### src/rtl/gsl_pkg.sv
package gsl_pkg;
  parameter int GSL_NCH = 16;
  parameter int GSL_GSW = 12;
  parameter int GSL_STW = 24;

  function automatic int gsl_cnt_width(input int total);
    return (total > 1) ? $clog2(total) : 1;
  endfunction
endpackage

### src/rtl/gsl_shift_chain.sv
module gsl_shift_chain #(
  parameter int TOT = 192,
  parameter int STW = 24
) (
  input  logic           clk,
  input  logic           rst_n,
  input  logic           shift_en,
  input  logic           sin,
  input  logic           load_en,
  input  logic [STW-1:0] status,
  output logic [TOT-1:0] chain,
  output logic           sout
);
  localparam int PADW = TOT - STW;

  always_ff @(posedge clk or negedge rst_n) begin
    if (!rst_n) begin
      chain <= '0;
    end else if (load_en) begin
      chain <= {status, {PADW{1'b0}}};
    end else if (shift_en) begin
      chain <= {chain[TOT-2:0], sin};
    end
  end

  assign sout = chain[TOT-1];

  assert_status_preload_R5: assert property (@(posedge clk) disable iff (!rst_n)
    load_en |=> (chain[TOT-1 -: STW] == $past(status)) && (sout == $past(status[STW-1])));
endmodule

### src/rtl/gsl_frame_counter.sv
module gsl_frame_counter #(
  parameter int TOT = 192
) (
  input  logic clk,
  input  logic rst_n,
  input  logic shift_en,
  input  logic load_en,
  output logic frame_err
);
  localparam int CW = gsl_pkg::gsl_cnt_width(TOT);
  localparam logic [CW-1:0] LAST = CW'(TOT - 1);

  logic [CW-1:0] cnt;

  always_ff @(posedge clk or negedge rst_n) begin
    if (!rst_n) begin
      cnt       <= '0;
      frame_err <= 1'b0;
    end else if (load_en) begin
      cnt <= '0;
      if (cnt != '0) frame_err <= 1'b1;
    end else if (shift_en) begin
      cnt <= (cnt == LAST) ? '0 : cnt + 1'b1;
    end
  end

  assert_count_range_R8: assert property (@(posedge clk) disable iff (!rst_n)
    cnt <= LAST);
  assert_err_sticky_R8: assert property (@(posedge clk) disable iff (!rst_n)
    frame_err |=> frame_err);
endmodule

### src/rtl/gsl_hold_reg.sv
module gsl_hold_reg #(
  parameter int TOT = 192
) (
  input  logic           clk,
  input  logic           rst_n,
  input  logic           load_en,
  input  logic [TOT-1:0] d,
  output logic [TOT-1:0] q
);
  always_ff @(posedge clk or negedge rst_n) begin
    if (!rst_n) q <= '0;
    else if (load_en) q <= d;
  end

  assert_hold_stable_R4: assert property (@(posedge clk) disable iff (!rst_n)
    !load_en |=> $stable(q));
endmodule

### src/rtl/gsl_loader.sv
module gsl_loader #(
  parameter int NCH = gsl_pkg::GSL_NCH,
  parameter int GSW = gsl_pkg::GSL_GSW,
  parameter int STW = gsl_pkg::GSL_STW
) (
  input  logic               clk,
  input  logic               rst_n,
  input  logic               mode_sel,
  input  logic               sin_valid,
  input  logic               sin_data,
  output logic               sin_ready,
  input  logic               latch,
  input  logic [STW-1:0]     status_in,
  output logic               sout,
  output logic [NCH*GSW-1:0] gs_data,
  output logic               frame_err
);
  localparam int TOT = NCH * GSW;

  logic           load_go;
  logic           shift_go;
  logic [TOT-1:0] chain;

  assign load_go   = latch & ~mode_sel;
  assign sin_ready = ~load_go;
  assign shift_go  = sin_valid & sin_ready & ~mode_sel;

  gsl_shift_chain #(.TOT(TOT), .STW(STW)) u_chain (
    .clk(clk), .rst_n(rst_n), .shift_en(shift_go), .sin(sin_data),
    .load_en(load_go), .status(status_in), .chain(chain), .sout(sout)
  );

  gsl_frame_counter #(.TOT(TOT)) u_cnt (
    .clk(clk), .rst_n(rst_n), .shift_en(shift_go), .load_en(load_go),
    .frame_err(frame_err)
  );

  gsl_hold_reg #(.TOT(TOT)) u_hold (
    .clk(clk), .rst_n(rst_n), .load_en(load_go), .d(chain), .q(gs_data)
  );

  assert_mode_idle_R7: assert property (@(posedge clk) disable iff (!rst_n)
    mode_sel |=> $stable(gs_data) && $stable(sout) && $stable(frame_err));
endmodule

### config.mk
export PLATFORM = sky130hd
export DESIGN_NAME = gsl_loader
export DESIGN_NICKNAME = d
export VERILOG_FILES = /design/src/rtl/gsl_pkg.sv /design/src/rtl/gsl_shift_chain.sv /design/src/rtl/gsl_frame_counter.sv /design/src/rtl/gsl_hold_reg.sv /design/src/rtl/gsl_loader.sv
export SDC_FILE = /design/constraint.sdc
export NUM_CORES = 1
export LEC_CHECK = 0
export ABC_AREA = 1
export BUFFER_PORTS_ARGS = -buffer_cell sky130_fd_sc_hd__buf_2
export CORE_AREA = 2 2 226 228
export CTS_BUF_LIST = sky130_fd_sc_hd__clkbuf_16
export DETAILED_ROUTE_END_ITERATION = 16
export DIE_AREA = 0 0 228 230
export SYNTH_ARGS = -nofsm -noshare
export SYNTH_HDL_FRONTEND = slang
export SYNTH_SLANG_ARGS = --single-unit
export TNS_END_PERCENT = 30
### constraint.sdc
create_clock -name clk -period 2.27 [get_ports clk]
set_input_delay 0.1135 -clock clk [delete_from_list [all_inputs] [get_ports clk]]
set_output_delay 0.1135 -clock clk [all_outputs]
set_load 0.05 [all_outputs]
==> flow_metrics.py <==
metrics = {
    "status": {
        "outcome": "completed",
    },
    "final_layout": {
        "n_fill_cell": 5042,
        "antenna_cells": 0,
        "num-nets-final": 1624,
        "final_layout_size_suffix_gt1_share_pct": 19.7,
        "area_growth_syn_to_layout_pct": 23.9,
    },
    "sta": {
        "skew_ns": 0.0191,
        "tightest_slew_ns": 0.635,
        "slew_headroom_pct": 57.7,
        "drv_slew": 0,
        "finalSetupViolCount": 0,
        "rsz0062_at_grt": "no",
        "post-route-period-util_pct": 77.9,
        "finalHoldViolCount": 0,
        "setup_tns_ns": 0,
        "period_needed_ns": 1.77,
        "setup_ws_ns": 0.502,
        "fmax_mhz": 565,
    },
    "die": {
        "coreArea_um2": 49900,
        "io_pins": 225,
        "initial_core_util_pct": 28.9,
        "die_x_um": 228,
        "die_y_um": 230,
        "die_area_um2": 52400,
        "rows": 82,
    },
    "global_route": {
        "gr-total-overflow": 0,
        "grt_max_degree": 105,
        "grt_busiest_layer": "met2",
        "grt_util_met2_pct": 20.1,
        "antenna_found_initial": 0,
        "grt_use_total_pct": 12.5,
        "use_met3_pct": 3.00,
        "grt_first_pass_wirelength_um": 54500,
        "grt_pass1_vias": 10382,
        "globalRouteMet1Util_pct": 16.7,
    },
    "worst_setup_path": {
        "crit_path_cell_trace": "dlygate4sd3_1 -> buf_2 -> nand2_8 -> buf_12 -> buf_2",
        "crit_path_end_kind": "primary output",
        "setup.worst_path.start_class": "input port",
        "path_common_cell": "buf_2",
        "worstPathRequired_ns": 2.16,
        "path_class": "in2out",
        "worstPathArrival_ns": 1.65,
        "cp_max_fo": 104,
        "slowest_delay_ns": 0.54,
        "critical_path.slowest_cell": "dlygate4sd3_1",
    },
    "synthesis": {
        "synth_area_per_cell_um2": 10.7,
        "ys_warn_count": 0,
        "syn_inst": 1350,
        "synth_cell_types": 23,
        "syn_area_um2": 14400,
        "syn-num-nets": 1382,
        "synth-seq-cells": 393,
        "ys_seq_area_share_pct": 68.3,
    },
    "clock_tree": {
        "clk_latency_ns": 0.56,
        "cts-buffers-inserted": 42,
        "clk_pin_slew_worst_paths_ns": 0.06,
        "cts_root_buffer": "clkbuf_16",
        "cts.htree.levels": 2,
        "numClockSinks": 393,
        "cts_setup_buffers": 0,
        "tritoncts": "done",
        "clk_path_buf_depth": 3,
    },
    "power": {
        "power.total_mw": 14.6,
        "power_leakage_nw": 8.59,
        "ir_drop_uv": 513,
        "powerDensity_nw_per_um2": 817,
    },
    "job": {
        "max_cap_violations": 0,
    },
    "place": {
        "port_buffers": 224,
        "pre_cts_ws_ns": 0.669,
        "detailed_place_hpwl_um": 21200,
        "place_congestion": 0.782,
    },
    "drt": {
        "drcViolationCount": 0,
        "drt_first_pass_iters": 5,
        "drtAntennaViolNets": 0,
        "viasPerCell": 4.46,
        "finalWirelength_um": 32900,
        "wire_per_inst_um": 14.4,
        "drt_iter0_drc": 577,
        "routed-via-count": 10226,
    },
    "min_path": {
        "hp-class": "in2reg",
    },
}
-- placed cells by master (no fill, tap or decap), types with 2 or more instances in the layout --
cell type / Yosys / layout
inv_1: 196 / 204
buf_2: 53 / 223
ha_1: 2 / 2
o22ai_1: 167 / 167
o211ai_1: 3 / 3
clkinv_2: 0 / 8
a22oi_1: 2 / 2
clkbuf_16: 0 / 42
dlygate4sd3_1: 0 / 29
inv_2: 4 / 4
nand2_1: 252 / 252
buf_4: 9 / 19
buf_12: 0 / 12
nand3_1: 9 / 9
inv_6: 0 / 2
nor3_1: 2 / 2
clkinvlp_4: 0 / 3
a21oi_1: 5 / 5
nor2_1: 12 / 12
clkinv_1: 0 / 10
nand2_8: 0 / 2
dfrtp_1: 393 / 393
o221ai_1: 16 / 16
o21bai_1: 2 / 2
o21ai_0: 195 / 195
-- final timing paths --
kind                                      endpoint  cells past startpoint  slack [ns]     startpoint
worst max-delay path                     sin_ready                      5        0.50          latch
worst min-delay path            u_chain.chain[137]                      3        0.07      sin_valid
worst max register to register        u_cnt.cnt[6]                      6        0.99   u_cnt.cnt[0]
worst min register to register       u_hold.q[100]                      2        0.48  u_hold.q[100]
max in group asynchronous             u_hold.q[16]                      3        1.31          rst_n
min in group asynchronous       u_chain.chain[132]                      2        0.15          rst_n
-- state kept, by name, summed over array words and instances, names as in the netlist --
signal	count
u_cnt.cnt	8
u_cnt.frame_err	1
u_chain.chain	192
u_hold.q	192
-- layer usage --
metal	share of wire [%]	up-vias
met5	0	-
met4	2.4	0
met3	5.4	53
met2	47	218
met1	45	5014
li1	-	4941
-- synthesized netlist by cell type (all sizes together) --
cell    instances  area [um2]
o221ai         16         140
ha              2        25.0
a22oi           2        15.0
nand2         255         975
o211ai          3        22.5
o21ai         195         976
o21bai          2        15.0
dfrtp         393        9830
nand3          10        62.6
buf            67         389
nor3            2        10.0
o22ai         167        1040
clkbuf         19        78.8
a21oi           5        25.0
nor2           12        45.0
inv           200         751
-- kinds of logic (layout without fill, tap and decap cells) --
family,count (synthesis),count (layout),synth area share (%)
buffers and inverters,286,559,8.46
flip-flops,393,393,68.3
AND/OR/NAND/NOR,279,279,7.58
AO/OA/AOI/OAI,390,390,15.5
adder cells (fa/ha/maj),2,2,0.174
-- layout make-up --
cell class / count / area, um2 / share of cell area (%)
Clock buffer: 42 / 1050 / 5.89
Clock inverter: 33 / 194 / 1.09
Inverter: 200 / 751 / 4.21
Multi-Input combinational cell: 671 / 3370 / 18.9
Sequential cell: 393 / 9830 / 55.1
Tap cell: 672 / 841 / 4.71
Timing Repair Buffer: 284 / 1800 / 10.1
-- stage by stage --
| step | instances | hold slack [ns] | utilization (%) | instance area [um2] |
|---|---|---|---|---|
| 3_5_place_dp | 2191 | 0.163 | 32.7 | 16300 |
| 5_1_grt | 2295 | 0.0634 | 35.8 | 17800 |
| 4_1_cts | 2295 | 0.0378 | 35.8 | 17800 |
| 6_report | 2295 | 0.0736 | 35.8 | 17800 |
| 2_1_floorplan | 1350 | -0.182 | - | 14400 |
| 3_3_place_gp | 2191 | 0.151 | 32.7 | 16300 |
-- power breakdown --
part	internal, mW	switching (mW)	total (mW)
clock network	3.48	2.78	6.26
registers	7.14	0.0777	7.22
logic	0.275	0.819	1.09
total	10.9	3.68	14.6
-- critical path: cells and delay by family --
family                 cells  cell delay, ns
buffers and inverters      4            1.38
and+or+nand+nor            1            0.12
-- what timing repair did --
action                                 CTS  global route
hold buffers                            29             0
endpoints found under the hold margin   92             0
resized for setup                        0             0
No activity file was read; power rests on OpenSTA's default activity.
